[config.mk]
export PLATFORM = sky130hd
export DESIGN_NAME = bundle_pc_seq
export DESIGN_NICKNAME = d
export VERILOG_FILES = /design/src/rtl/bpc_pkg.sv /design/src/rtl/bpc_step_unit.sv /design/src/rtl/bpc_target_chk.sv /design/src/rtl/bpc_arbiter.sv /design/src/rtl/bundle_pc_seq.sv
export SDC_FILE = /design/constraint.sdc
export NUM_CORES = 1
export LEC_CHECK = 0
export BUFFER_PORTS_ARGS = -buffer_cell sky130_fd_sc_hd__buf_2
export CORE_AREA = 2 2 60 90
export CTS_CLUSTER_DIAMETER = 30
export DETAILED_ROUTE_END_ITERATION = 10
export DIE_AREA = 0 0 62 92
export PLACE_DENSITY = 0.78
export SLEW_MARGIN = 10
export SYNTH_ARGS = -nofsm -noshare
export SYNTH_HDL_FRONTEND = slang
export SYNTH_SLANG_ARGS = --single-unit
[constraint.sdc]
create_clock -name clk -period 5.6 [get_ports clk]
set_input_delay 1.4 -clock clk [delete_from_list [all_inputs] [get_ports clk]]
set_output_delay 1.4 -clock clk [all_outputs]
set_load 0.05 [all_outputs]
[src/rtl/bpc_pkg.sv]
package bpc_pkg;

  // Slot field width for a given bundle size in bits
  function automatic int unsigned slot_width(input int unsigned bundle_bits);
    return (bundle_bits >= 256) ? 4 : 3;
  endfunction

  typedef enum logic [1:0] {
    ACT_HOLD   = 2'd0,
    ACT_STEP   = 2'd1,
    ACT_JUMP   = 2'd2,
    ACT_REJECT = 2'd3
  } pc_act_e;

endpackage

[src/rtl/bpc_step_unit.sv]
module bpc_step_unit #(
  parameter int unsigned OFS_W  = 3,
  parameter int unsigned BNUM_W = 29
) (
  input  logic [BNUM_W-1:0] bnum_i,
  input  logic [OFS_W-1:0]  ofs_i,
  input  logic [OFS_W-1:0]  last_i,
  output logic [BNUM_W-1:0] nxt_bnum_o,
  output logic [OFS_W-1:0]  nxt_ofs_o,
  output logic              wrap_o
);
  // A slot at or past the bundle's last index moves on to the next bundle
  always_comb begin
    wrap_o = (ofs_i >= last_i);
    if (wrap_o) begin
      nxt_bnum_o = bnum_i + 1'b1;
      nxt_ofs_o  = '0;
    end else begin
      nxt_bnum_o = bnum_i;
      nxt_ofs_o  = ofs_i + 1'b1;
    end
  end
endmodule

[src/rtl/bpc_target_chk.sv]
module bpc_target_chk #(
  parameter int unsigned OFS_W  = 3,
  parameter int unsigned BNUM_W = 29
) (
  input  logic [BNUM_W+OFS_W-1:0] tgt_i,
  input  logic [OFS_W-1:0]        tgt_last_i,
  input  logic [BNUM_W-1:0]       cur_bnum_i,
  output logic                    ok_o,
  output logic                    cross_o
);
  logic [OFS_W-1:0]  tgt_ofs;
  logic [BNUM_W-1:0] tgt_bnum;

  always_comb begin
    tgt_ofs  = tgt_i[OFS_W-1:0];
    tgt_bnum = tgt_i[BNUM_W+OFS_W-1:OFS_W];
    ok_o     = (tgt_ofs <= tgt_last_i);
    cross_o  = (tgt_bnum != cur_bnum_i);
  end
endmodule

[src/rtl/bpc_arbiter.sv]
module bpc_arbiter
  import bpc_pkg::*;
(
  input  logic    br_valid_i,
  input  logic    adv_i,
  input  logic    tgt_ok_i,
  output pc_act_e act_o
);
  // A branch request always wins over a sequential advance
  always_comb begin
    if (br_valid_i)  act_o = tgt_ok_i ? ACT_JUMP : ACT_REJECT;
    else if (adv_i)  act_o = ACT_STEP;
    else             act_o = ACT_HOLD;
  end
endmodule

[src/rtl/bundle_pc_seq.sv]
module bundle_pc_seq
  import bpc_pkg::*;
#(
  parameter int unsigned BUNDLE_BITS = 128,
  parameter int unsigned PC_W        = 32,
  localparam int unsigned OFS_W      = slot_width(BUNDLE_BITS),
  localparam int unsigned BNUM_W     = PC_W - OFS_W
) (
  input  logic             clk,
  input  logic             rst,
  input  logic             adv_i,
  input  logic [OFS_W-1:0] cur_last_i,
  input  logic             br_valid_i,
  input  logic [PC_W-1:0]  br_target_i,
  input  logic [OFS_W-1:0] tgt_last_i,
  output logic [PC_W-1:0]  pc_o,
  output logic             bundle_chg_o,
  output logic             pc_err_o
);

  logic [BNUM_W-1:0] bnum_q;
  logic [OFS_W-1:0]  ofs_q;
  logic              chg_q;
  logic              err_q;

  logic [BNUM_W-1:0] step_bnum;
  logic [OFS_W-1:0]  step_ofs;
  logic              step_wrap;
  logic              tgt_ok;
  logic              tgt_cross;
  pc_act_e           act;

  bpc_step_unit #(.OFS_W(OFS_W), .BNUM_W(BNUM_W)) u_step (
    .bnum_i     (bnum_q),
    .ofs_i      (ofs_q),
    .last_i     (cur_last_i),
    .nxt_bnum_o (step_bnum),
    .nxt_ofs_o  (step_ofs),
    .wrap_o     (step_wrap)
  );

  bpc_target_chk #(.OFS_W(OFS_W), .BNUM_W(BNUM_W)) u_chk (
    .tgt_i      (br_target_i),
    .tgt_last_i (tgt_last_i),
    .cur_bnum_i (bnum_q),
    .ok_o       (tgt_ok),
    .cross_o    (tgt_cross)
  );

  bpc_arbiter u_arb (
    .br_valid_i (br_valid_i),
    .adv_i      (adv_i),
    .tgt_ok_i   (tgt_ok),
    .act_o      (act)
  );

  always_ff @(posedge clk) begin
    if (rst) begin
      bnum_q <= '0;
      ofs_q  <= '0;
      chg_q  <= 1'b0;
      err_q  <= 1'b0;
    end else begin
      chg_q <= 1'b0;
      unique case (act)
        ACT_JUMP: begin
          bnum_q <= br_target_i[PC_W-1:OFS_W];
          ofs_q  <= br_target_i[OFS_W-1:0];
          chg_q  <= tgt_cross;
          err_q  <= 1'b0;
        end
        ACT_REJECT: begin
          err_q <= 1'b1;
        end
        ACT_STEP: begin
          bnum_q <= step_bnum;
          ofs_q  <= step_ofs;
          chg_q  <= step_wrap;
        end
        default: ;
      endcase
    end
  end

  assign pc_o         = {bnum_q, ofs_q};
  assign bundle_chg_o = chg_q;
  assign pc_err_o     = err_q;

  // outputs cleared on the cycle after reset
  assert_reset_clear_R1: assert property (@(posedge clk)
    rst |=> (pc_o == '0 && !bundle_chg_o && !pc_err_o));

  // in-bundle advance
  assert_slot_step_R2: assert property (@(posedge clk) disable iff (rst)
    (!br_valid_i && adv_i && pc_o[OFS_W-1:0] < cur_last_i) |=>
      (pc_o[OFS_W-1:0] == OFS_W'($past(pc_o[OFS_W-1:0]) + 1'b1)) &&
      (pc_o[PC_W-1:OFS_W] == $past(pc_o[PC_W-1:OFS_W])) && !bundle_chg_o);

  // wrap to next bundle
  assert_bundle_wrap_R3: assert property (@(posedge clk) disable iff (rst)
    (!br_valid_i && adv_i && pc_o[OFS_W-1:0] >= cur_last_i) |=>
      (pc_o[OFS_W-1:0] == '0) && bundle_chg_o &&
      (pc_o[PC_W-1:OFS_W] == BNUM_W'($past(pc_o[PC_W-1:OFS_W]) + 1'b1)));

  // idle holds
  assert_idle_hold_R4: assert property (@(posedge clk) disable iff (rst)
    (!br_valid_i && !adv_i) |=> ($stable(pc_o) && !bundle_chg_o));

  // accepted branch loads target
  assert_branch_load_R5: assert property (@(posedge clk) disable iff (rst)
    (br_valid_i && br_target_i[OFS_W-1:0] <= tgt_last_i) |=>
      (pc_o == $past(br_target_i) && !pc_err_o));

  // refused branch
  assert_branch_refuse_R7: assert property (@(posedge clk) disable iff (rst)
    (br_valid_i && br_target_i[OFS_W-1:0] > tgt_last_i) |=>
      (pc_err_o && $stable(pc_o) && !bundle_chg_o));

  // error flag sticky without a branch
  assert_err_sticky_R8: assert property (@(posedge clk) disable iff (rst)
    (pc_err_o && !br_valid_i) |=> pc_err_o);

endmodule

==> key figures, run 1 <==
Layout
  • Antenna cell count: 0
  • Finished layout cell area: 0.00308 mm²
  • Layout area overhead: 17.7%
  • Post-route core utilization: 61.5%
  • Layout Nets: 469
  • Commonest non-fill, non-tap cells in the layout: sky130_fd_sc_hd__buf_2, sky130_fd_sc_hd__nand2_1, sky130_fd_sc_hd__dfxtp_1, sky130_fd_sc_hd__a21oi_1, sky130_fd_sc_hd__nor2_1
  • Fill cell instance count of the final layout: 480
  • Fin cells: 486
  • Fraction of layout cells with a size suffix above 1: 23.2%
  • Leading cell type in the layout, fill and taps excluded: sky130_fd_sc_hd__buf_2

Synthesis
  • Dominant cell type by area after synthesis: sky130_fd_sc_hd__dfxtp_1
  • Yosys cell types: 53
  • Synthesized area divided by synthesized cell count: 7.28 µm²
  • Number of synthesized flops with an enable pin: 0
  • Portion of the post-synthesis area used by sequential elements: 26.0%
  • Post-synthesis sequential element count: 34
  • Post-synth top area share: 26.0%
  • Post-synthesis cell area: 0.00261 mm²
  • Synthesis Warnings: 0
  • Async S/R FF share, synth: 0%
  • Leading post-synthesis cells by cell area: sky130_fd_sc_hd__dfxtp_1, sky130_fd_sc_hd__nand2_1, sky130_fd_sc_hd__a21oi_1
  • Syn Inst Count: 359
  • Net count of the mapped netlist: 409
  • Dominant synthesized flop cell: sky130_fd_sc_hd__dfxtp_1

STA
  • Setup repair after global routing missed its margin: no
  • Final period demand of the worst path: 3190 ps
  • Hold WS: 452 ps
  • Max-slew headroom: 36.0%
  • Max Clock Skew: 5.51 ps
  • Final period utilization: 56.9%
  • Setup violators final: 0
  • Upper clock frequency limit: 0.314 GHz
  • Pin slew with the least headroom to its limit: 952 ps
  • Hold Fails Final Rpt: 0
  • Fin. max-slew vios: 0
  • Summed negative setup slack over all endpoints: 0 ps

Clock network
  • Deepest clock path buffer count: 2
  • CTS root buf: sky130_fd_sc_hd__clkbuf_8
  • Clock-pin slew of the registers on the worst-case setup and hold paths: 70 ps
  • Post-CTS resize count: 0
  • Clock latency at the later pin of the worst-skew pair: 290 ps
  • Post-CTS Hold Fix Bufs: 0
  • Number of CTS-inserted buffers: 5
  • TritonCTS clock tree: built
  • Clock Sinks: 34
  • Post CTS Setup Buffer Count: 0
  • CTS H-tree depth: 2

Critical path
  • Max stage delay cell, worst path: sky130_fd_sc_hd__nand3_2
  • Worst EP required: 5770 ps
  • Crit start category: input port
  • Critical path fanouts, max: 32
  • Reg2reg path depth: 7
  • Largest stage delay on the critical path: 550 ps
  • Critical path arrival: 3360 ps
  • Kind of end point of the critical path: register
  • CP cell instances: buf_2, inv_1, ha_1, a21oi_1, o21ai_1, nand2_1, nand3_2, a2111oi_1
  • Critical setup path kind: input port to register

Global route
  • Grt ovf: 0
  • Global routing usage summed across all routing layers: 26.1%
  • Number of global-route vias before repair: 2454
  • Number of antenna violations at the first check in global routing: 0
  • First-pass GRT wire length: 11400 µm
  • Maximum number of pins on one net before global-route repair: 37

Detailed routing
  • Total wirelength of the detailed-routed design: 7470 µm
  • Total vias in the final route: 2873
  • Via density per instance: 5.91
  • Final ANT Viol Nets: 0
  • Number of iterations in the first detailed-routing pass: 4
  • Number of design rule violations left after detail routing: 0
  • Average detailed-routed wire length per instance: 15.4 µm
  • Violation count after the first detailed-route iteration: 180

Die
  • Floorplan Core Area: 0.00500 mm²
  • Effective utilization at floorplan: 52.2%
  • Area of the die: 0.00570 mm²
  • Number of standard-cell rows in the floorplan: 32
  • Width of the die: 62 µm
  • Die Ht: 92 µm
  • Count of pins on the block boundary: 76

Worst hold path
  • Worst min path class: register to register
  • Number of cells on the worst hold path: 2

Placed design
  • Routability cong.: 0.857
  • Quantity of I/O buffers inserted on ports: 75
  • Instance area after placement: 0.00299 mm²
  • Placed wire-length estimate after detailed placement: 5330 µm
  • Post-placement cell count: 480

Run status
  • Status: completed

Power and ir drop
  • Static leakage: 1.35 nW
  • Ratio of total power to cell area: 245 mW/mm²
  • Peak VDD IR: 158 µV

Flow run
  • Max-cap check violation count: 0
## where the power goes
part	internal [W]	total [W]	switching [W]
sequential	0.000265	0.000305	0.0000396
clock	0.0000949	0.000185	0.0000905
combinational	0.0000831	0.000265	0.000182
## cell type report
type / count / area, µm² / share of cell area (%)
Inverter: 11 / 41.3 / 1.34
Multi-Input combinational cell: 290 / 1800 / 58.4
Tap cell: 68 / 85.1 / 2.77
Sequential cell: 34 / 681 / 22.1
Timing Repair Buffer: 77 / 390 / 12.7
Clock buffer: 6 / 82.6 / 2.68
## cell families after synthesis
logic type,count (synthesis),synth area share (%)
simple gates,149,29.6
flops,34,26.0
fa+ha+maj,8,3.83
mux,2,0.766
compound gates,102,24.5
buf+inv,35,5.51
xor+xnor,29,9.72
## worst max-delay path, delay by kind of cell
kind            cells  cell delay (ps)
fa+ha+maj           1              300
buf+inv             2              100
compound gates      3              850
simple gates        2              690
## cells in the mapped netlist, types with 2 or more instances
cell,instances
sky130_fd_sc_hd__inv_1,11
sky130_fd_sc_hd__a21oi_1,33
sky130_fd_sc_hd__xnor2_1,13
sky130_fd_sc_hd__or2_2,2
sky130_fd_sc_hd__a211oi_1,6
sky130_fd_sc_hd__o32ai_1,2
sky130_fd_sc_hd__mux2i_1,2
sky130_fd_sc_hd__o21ai_0,26
sky130_fd_sc_hd__a311oi_1,3
sky130_fd_sc_hd__nand3_1,14
sky130_fd_sc_hd__and2_1,5
sky130_fd_sc_hd__nand2b_1,2
sky130_fd_sc_hd__nand4_1,9
sky130_fd_sc_hd__nor3_1,8
sky130_fd_sc_hd__xor2_1,16
sky130_fd_sc_hd__o21ai_1,2
sky130_fd_sc_hd__buf_2,5
sky130_fd_sc_hd__buf_1,2
sky130_fd_sc_hd__nor2_1,30
sky130_fd_sc_hd__clkbuf_1,14
sky130_fd_sc_hd__dfxtp_1,34
sky130_fd_sc_hd__clkbuf_2,2
sky130_fd_sc_hd__o31ai_1,5
sky130_fd_sc_hd__and3_1,7
sky130_fd_sc_hd__nand2_1,46
sky130_fd_sc_hd__ha_1,8
sky130_fd_sc_hd__a21o_1,5
sky130_fd_sc_hd__a32o_1,3
sky130_fd_sc_hd__a31oi_1,5
sky130_fd_sc_hd__nor4_1,10
sky130_fd_sc_hd__a22o_1,3
sky130_fd_sc_hd__or3_1,2
sky130_fd_sc_hd__nor2b_1,4
## final timing paths
check / start / endpoint / slack, ps
setup / recovery: cur_last_i[2] / bnum_q[26] / 2410
hold / removal: pc_err_o / pc_err_o / 450
setup reg to reg: ofs_q[0] / bnum_q[26] / 3260
hold reg to reg: pc_err_o / pc_err_o / 450
## per-stage QoR
stage,total power [W],setup slack [ps]
after floorplan,0.000500,2580
final,0.000755,2410
after detailed placement,0.000573,1660
after global routing,0.000794,2220
after global placement,0.000569,1750
after CTS,0.000758,1970
## registers in the layout, summed over array words and instances (netlist names)
name,flops
ofs_q,3
pc_err_o,1
bundle_chg_o,1
bnum_q,29
## layer usage
metal	track usage, %	wire, µm	up-vias	share of wire, %
met2	44.5	3830	116	51
met4	8.69	123	0	1.6
met1	31.8	3000	1338	40
met3	3.81	509	12	6.8
li1	-	-	1407	-
met5	0	0	-	0
Note: power is estimated with default switching activity, not from simulation.
==> run 2: changes to the inputs <==
Settings changed: ABC_AREA set to 1, CORE_AREA 2 2 60 90 to 2 2 63 95, DIE_AREA 0 0 62 92 to 0 0 65 97, PLACE_DENSITY 0.78 to 0.77.
Clock period 5.6 ns to 2.96 ns, I/O delays scaled along.
==> run 2 against run 1 <==
Net effect: power rose by 110%; combinational power up 110%; count of clock-buffer cells in the layout fell by 1; clock skew grew 5.5 ps; die area rose by 11%; largest power group unchanged.
==> key figures, run 2 <==
Run status
  • Status: completed

Synthesis
  • Async S/R FF share, synth: 0%
  • Synthesized area divided by synthesized cell count: 6.16 µm²
  • Portion of the post-synthesis area used by sequential elements: 23.5%
  • Net count of the mapped netlist: 521
  • Cell with the most instances after synthesis: sky130_fd_sc_hd__nand2_1
  • Dominant synthesized flop cell: sky130_fd_sc_hd__dfxtp_1
  • Post-synthesis sequential element count: 34
  • Synthesis Warnings: 0
  • Dominant cell type by area after synthesis: sky130_fd_sc_hd__dfxtp_1
  • Leading post-synthesis cells by cell area: sky130_fd_sc_hd__dfxtp_1, sky130_fd_sc_hd__nand2_1, sky130_fd_sc_hd__nor2_1
  • Post-synth top area share: 23.5%
  • Syn Inst Count: 471
  • Number of synthesized flops with an enable pin: 0
  • Commonest cells in the netlist: sky130_fd_sc_hd__nand2_1, sky130_fd_sc_hd__nor2_1, sky130_fd_sc_hd__nand3_1, sky130_fd_sc_hd__inv_1, sky130_fd_sc_hd__dfxtp_1
  • Post-synthesis cell area: 0.00290 mm²
  • Yosys cell types: 30

Critical path
  • Kind of end point of the critical path: register
  • Critical setup path kind: input port to register
  • Critical Path Start: cur_last_i[2]
  • Critical path arrival: 2360 ps
  • Source of the worst register-to-register timing path: ofs_q[2]
  • Critical path fanouts, max: 29
  • Worst EP required: 3120 ps
  • Crit start category: input port

Global route
  • Number of antenna violations at the first check in global routing: 0
  • Maximum number of pins on one net before global-route repair: 49
  • Grt ovf: 0
  • First-pass GRT wire length: 13100 µm
  • Global routing usage summed across all routing layers: 25.7%
  • Number of global-route vias before repair: 3006

Power and ir drop
  • Static leakage: 1.55 nW
  • Peak VDD IR: 366 µV
  • Ratio of total power to cell area: 469 mW/mm²

STA
  • Final period utilization: 74.1%
  • Max-slew headroom: 68.2%
  • Setup violators final: 0
  • Final period demand of the worst path: 2190 ps
  • Summed negative setup slack over all endpoints: 0 ps
  • Setup repair after global routing missed its margin: no
  • Hold Fails Final Rpt: 0
  • Max Clock Skew: 11.0 ps
  • Pin slew with the least headroom to its limit: 478 ps
  • Upper clock frequency limit: 0.456 GHz
  • Fin. max-slew vios: 0

Detailed routing
  • Total wirelength of the detailed-routed design: 7850 µm
  • Met2 routed wirelength: 4210 µm
  • Total vias in the final route: 3279
  • Number of iterations in the first detailed-routing pass: 5
  • Violation count after the first detailed-route iteration: 215
  • Via density per instance: 5.35
  • Met1 WL: 2960 µm
  • Final ANT Viol Nets: 0
  • DR WL met3: 484 µm
  • Number of design rule violations left after detail routing: 0
  • Average detailed-routed wire length per instance: 12.8 µm
  • Top sig layer: met4

Clock network
  • Clock-pin slew of the registers on the worst-case setup and hold paths: 70 ps
  • Post-CTS resize count: 0
  • Post CTS Setup Buffer Count: 0
  • Number of CTS-inserted buffers: 5
  • Deepest clock path buffer count: 2
  • CTS H-tree depth: 2
  • Clock latency at the later pin of the worst-skew pair: 300 ps
  • CTS root buf: sky130_fd_sc_hd__clkbuf_8
  • TritonCTS clock tree: built
  • Clock Sinks: 34
  • Post-CTS Hold Fix Bufs: 0

Layout
  • Fraction of layout cells with a size suffix above 1: 21.9%
  • Fill cell instance count of the final layout: 554
  • Register with the most flip-flops: bnum_q
  • Layout area overhead: 17.7%
  • Antenna cell count: 0
  • Largest regs: bnum_q: 29 flops, ofs_q: 3 flops
  • Leading cell type in the layout, fill and taps excluded: sky130_fd_sc_hd__nand2_1
  • Commonest non-fill, non-tap cells in the layout: sky130_fd_sc_hd__nand2_1, sky130_fd_sc_hd__buf_2, sky130_fd_sc_hd__nor2_1, sky130_fd_sc_hd__nand3_1, sky130_fd_sc_hd__inv_1
  • Layout Nets: 592
  • Finished layout cell area: 0.00341 mm²
  • Largest register FFs: 29
  • Fin cells: 613

Die
  • Area of the die: 0.00631 mm²
  • Width of the die: 65 µm
  • Die Ht: 97 µm
  • Number of standard-cell rows in the floorplan: 33
  • Floorplan Core Area: 0.00541 mm²
  • Effective utilization at floorplan: 53.6%
  • Count of pins on the block boundary: 76

Worst hold path
  • Hold path startpoint: bnum_q[28]
  • Worst min path class: register to register

Placed design
  • Instance area after placement: 0.00331 mm²
  • Quantity of I/O buffers inserted on ports: 75
  • Post-placement cell count: 605
  • Routability cong.: 0.908
  • Placed wire-length estimate after detailed placement: 6060 µm

Flow run
  • Max-cap check violation count: 0
==> run 2: changes by cell type in the layout (fill, tap and decap cells not counted), sizes merged, moves of 5 or more <==
cell and change:
nor2 +50, nand3 +31, or2 +6, inv +32, a21oi -8, and3 -8, nor4 -11, nand2 +89
a21o -5, nand4 -8, a211oi -6, o31ai -5
==> run 2: stage by stage <==
step	power (W)	util, %	hold WS (ps)	setup WS (ps)
after floorplan	0.00103	-	726	927
after global placement	0.00116	61.1	511	519
after detailed placement	0.00117	61.1	519	445
after CTS	0.00161	63.1	528	747
after global routing	0.00169	63.1	572	534
final	0.00160	63.1	533	767
==> run 2: worst paths after layout <==
path | to | slack (ps) | depth (start not counted)
setup / recovery | bnum_q[28] | 770 | 11
hold / removal | bnum_q[28] | 530 | 2
setup reg to reg | bnum_q[28] | 930 | 9
hold reg to reg | bnum_q[28] | 530 | 2
==> run 2: layout make-up <==
type / count / area [µm²] / share of cell area, %
Sequential cell: 34 / 681 / 19.9
Multi-Input combinational cell: 381 / 1990 / 58.3
Clock buffer: 5 / 68.8 / 2.02
Timing Repair Buffer: 76 / 383 / 11.2
Clock inverter: 3 / 40.0 / 1.17
Tap cell: 70 / 87.6 / 2.57
Inverter: 44 / 165 / 4.84
==> run 2: critical path, cell delays in order <==
cell                      delay [ps]
sky130_fd_sc_hd__buf_2            80
sky130_fd_sc_hd__inv_1            30
sky130_fd_sc_hd__ha_1            310
sky130_fd_sc_hd__a21oi_1         150
sky130_fd_sc_hd__nand3_1         100
sky130_fd_sc_hd__nand2_1         110
sky130_fd_sc_hd__nand2_2         190
sky130_fd_sc_hd__inv_2           410
sky130_fd_sc_hd__nor2_1           90
sky130_fd_sc_hd__nand2_1          90
sky130_fd_sc_hd__a21oi_1          50
==> run 2: power by group <==
group          switching [W]  internal, W
clock network       0.000191     0.000248
logic               0.000390     0.000177
registers          0.0000868     0.000508
total               0.000668     0.000933
==> run 2: per-layer routing <==
metal  up-vias  track usage, %
met1      1486            27.5
met5         -               0
met3        19            4.07
met4         0            9.33
met2       123            48.8
li1       1651               -
==> run 2: cells by family after synthesis <==
group	after synthesis	share of synthesized area (%)
AND/OR/NAND/NOR	281	43.8
AO/OA/AOI/OAI	62	12.2
buffers and inverters	56	7.98
flip-flops	34	23.5
XOR/XNOR	30	9.06
adder cells (fa/ha/maj)	8	3.45
==> run 3: changes to the inputs <==
Settings changed: ABC_AREA 1 to 0, CORE_AREA 2 2 63 95 to 2 2 64 97, DIE_AREA 0 0 65 97 to 0 0 66 99, PLACE_DENSITY 0.77 to 0.72.
Clock period 2.96 ns to 1.8 ns, I/O delays scaled along.
==> run 3 against run 2 <==
Net effect: the run now ends with negative setup slack left; worst setup slack got worse by 800 ps; largest cell class unchanged; combinational power increased by 110%; via count decreased by 1.1%; core utilization increased by 4.8 points; clock power increased by 38%; sequential share of layout area decreased by 0.83 points; sequential cell count unchanged; sequential power increased by 56%.
==> key figures, run 3 (synthesized netlist as in run 1, its figures left out) <==
Run status
  • Status: complete, but fails checks
  • Failing checks: negative setup slack

Global route
  • Number of global-route vias before repair: 3022
  • Met3 track demand over resource in global routing: 4.45%
  • Grt met1 use: 28.6%
  • First-pass GRT wire length: 13800 µm
  • Most used routing layer in global routing: met2
  • Maximum number of pins on one net before global-route repair: 26
  • Global routing usage summed across all routing layers: 26.8%
  • Global routing met2 resource utilization: 49.2%
  • Grt ovf: 0
  • Number of antenna violations at the first check in global routing: 0

STA
  • Max Clock Skew: 5.22 ps
  • Final period demand of the worst path: 1830 ps
  • Setup violators final: 4
  • Pin slew with the least headroom to its limit: 478 ps
  • Max-slew headroom: 68.1%
  • Final period utilization: 102%
  • Upper clock frequency limit: 0.546 GHz
  • Fin worst setup slack: -30.5 ps
  • Setup repair after global routing missed its margin: yes
  • Fin. max-slew vios: 0
  • Hold Fails Final Rpt: 0

Layout
  • Largest regs: bnum_q: 29 flops, ofs_q: 3 flops
  • Layout Nets: 519
  • Fraction of layout cells with a size suffix above 1: 45.3%
  • Post-route core utilization: 67.9%
  • Largest register FFs: 29
  • Finished layout cell area: 0.00387 mm²
  • Commonest non-fill, non-tap cells in the layout: sky130_fd_sc_hd__buf_2, sky130_fd_sc_hd__nand2_1, sky130_fd_sc_hd__buf_4, sky130_fd_sc_hd__nor2_1, sky130_fd_sc_hd__a21oi_1
  • Antenna cell count: 0
  • Register with the most flip-flops: bnum_q
  • Fill cell instance count of the final layout: 495
  • Leading cell type in the layout, fill and taps excluded: sky130_fd_sc_hd__buf_2
  • Layout area overhead: 48.1%

Detailed routing
  • Violation count after the first detailed-route iteration: 252
  • Number of iterations in the first detailed-routing pass: 6
  • Via density per instance: 5.99
  • Average detailed-routed wire length per instance: 17.9 µm
  • Number of design rule violations left after detail routing: 0
  • Total vias in the final route: 3244
  • Total wirelength of the detailed-routed design: 9700 µm
  • Final ANT Viol Nets: 0

Flow run
  • Max-cap check violation count: 0

Critical path
  • Critical path arrival: 2050 ps
  • Crit start category: register
  • Worst reg2reg setup slack: -30 ps
  • Critical path fanouts, max: 4
  • Critical setup path kind: register to register
  • Kind of end point of the critical path: register
  • Worst EP required: 2020 ps

Clock network
  • Clock Sinks: 34
  • Deepest clock path buffer count: 2
  • Post-CTS Hold Fix Bufs: 0
  • CTS H-tree depth: 2
  • CTS root buf: sky130_fd_sc_hd__clkbuf_8
  • Clock latency at the later pin of the worst-skew pair: 290 ps
  • TritonCTS clock tree: built
  • Clock-pin slew of the registers on the worst-case setup and hold paths: 70 ps
  • Number of CTS-inserted buffers: 5

Die
  • Area of the die: 0.00653 mm²
  • Die Ht: 99 µm
  • Count of pins on the block boundary: 76
  • Floorplan Core Area: 0.00570 mm²
  • Number of standard-cell rows in the floorplan: 34
  • Width of the die: 66 µm
  • Effective utilization at floorplan: 45.9%

Placed design
  • Instance area after placement: 0.00343 mm²
  • Placed wire-length estimate after detailed placement: 6450 µm
  • Quantity of I/O buffers inserted on ports: 75
  • Routability cong.: 0.884

Power and ir drop
  • Static leakage: 1.71 nW
  • Ratio of total power to cell area: 702 mW/mm²
  • Peak VDD IR: 525 µV

Worst hold path
  • Worst min path class: input port to register
==> run 3: cell count changes in the layout (fill, tap and decap cells not counted), sizes merged, moves of 5 or more <==
cell,before,now
nand2,135,46
nor2,80,30
buf,76,123
inv,43,11
nand3,46,15
nor4,0,11
and3,0,10
a21oi,25,33
nand4,2,10
a211oi,0,6
or2,8,2
a21o,0,5
o31ai,0,5
==> run 3: power breakdown <==
group | switching (W) | internal (W)
clock network | 0.000298 | 0.000309
registers | 0.0000957 | 0.000833
logic | 0.000723 | 0.000460
==> run 3: critical path, cell delays in order (launching register included) <==
cell and delay (ps):
sky130_fd_sc_hd__dfxtp_4 350, sky130_fd_sc_hd__inv_2 70, sky130_fd_sc_hd__ha_4 190, sky130_fd_sc_hd__nor2b_2 140
sky130_fd_sc_hd__o21ai_2 90, sky130_fd_sc_hd__buf_4 140, sky130_fd_sc_hd__buf_6 120, sky130_fd_sc_hd__nor4_4 260
sky130_fd_sc_hd__a21oi_1 60, sky130_fd_sc_hd__or2_4 240, sky130_fd_sc_hd__a21oi_2 110
==> run 3: through the flow <==
step                instances  setup TNS, ps  power (W)  setup WS (ps)  hold WS, ps
finish                    542          -62.6    0.00272          -30.5          438
global route              542          -1550    0.00281           -199          459
CTS                       532          -33.6    0.00254          -10.8          444
detailed placement        522          -5010    0.00193           -247          448
global placement          522          -3370    0.00191           -164          446
floorplan                 359           -346    0.00161          -75.2          574
==> run 3: area by class of cell <==
class | count | area, µm² | area share (%)
clock buffers | 7 | 86.3 | 2.23
multi-input cells | 292 | 2040 | 52.7
inverters | 11 | 43.8 | 1.13
flip-flops and latches | 34 | 739 | 19.1
clock inverters | 1 | 5.00 | 0.129
repair buffers | 125 | 867 | 22.4
well taps | 72 | 90.1 | 2.33
==> run 3: layer usage <==
| layer | part of all wire, % | up-vias |
|---|---|---|
| met3 | 6.6 | 37 |
| met1 | 37 | 1515 |
| li1 | - | 1520 |
| met2 | 52 | 172 |
| met5 | 0 | - |
| met4 | 5.3 | 0 |
==> run 3: path summary, 6_finish.rpt <==
kind	start	end	cells past startpoint
setup / recovery	ofs_q[0]	ofs_q[2]	10
hold / removal	br_target_i[9]	bnum_q[6]	3
setup reg to reg	ofs_q[0]	ofs_q[2]	10
hold reg to reg	pc_err_o	pc_err_o	2
==> run 3: timing repair <==
| action | in CTS | in global routing |
|---|---|---|
| buffers inserted | 1 | 6 |
| endpoints found under the setup margin | 8 | 31 |
| pin swaps | 2 | 16 |
| gates cloned | 1 | 4 |
| resized for setup | 2 | 48 |
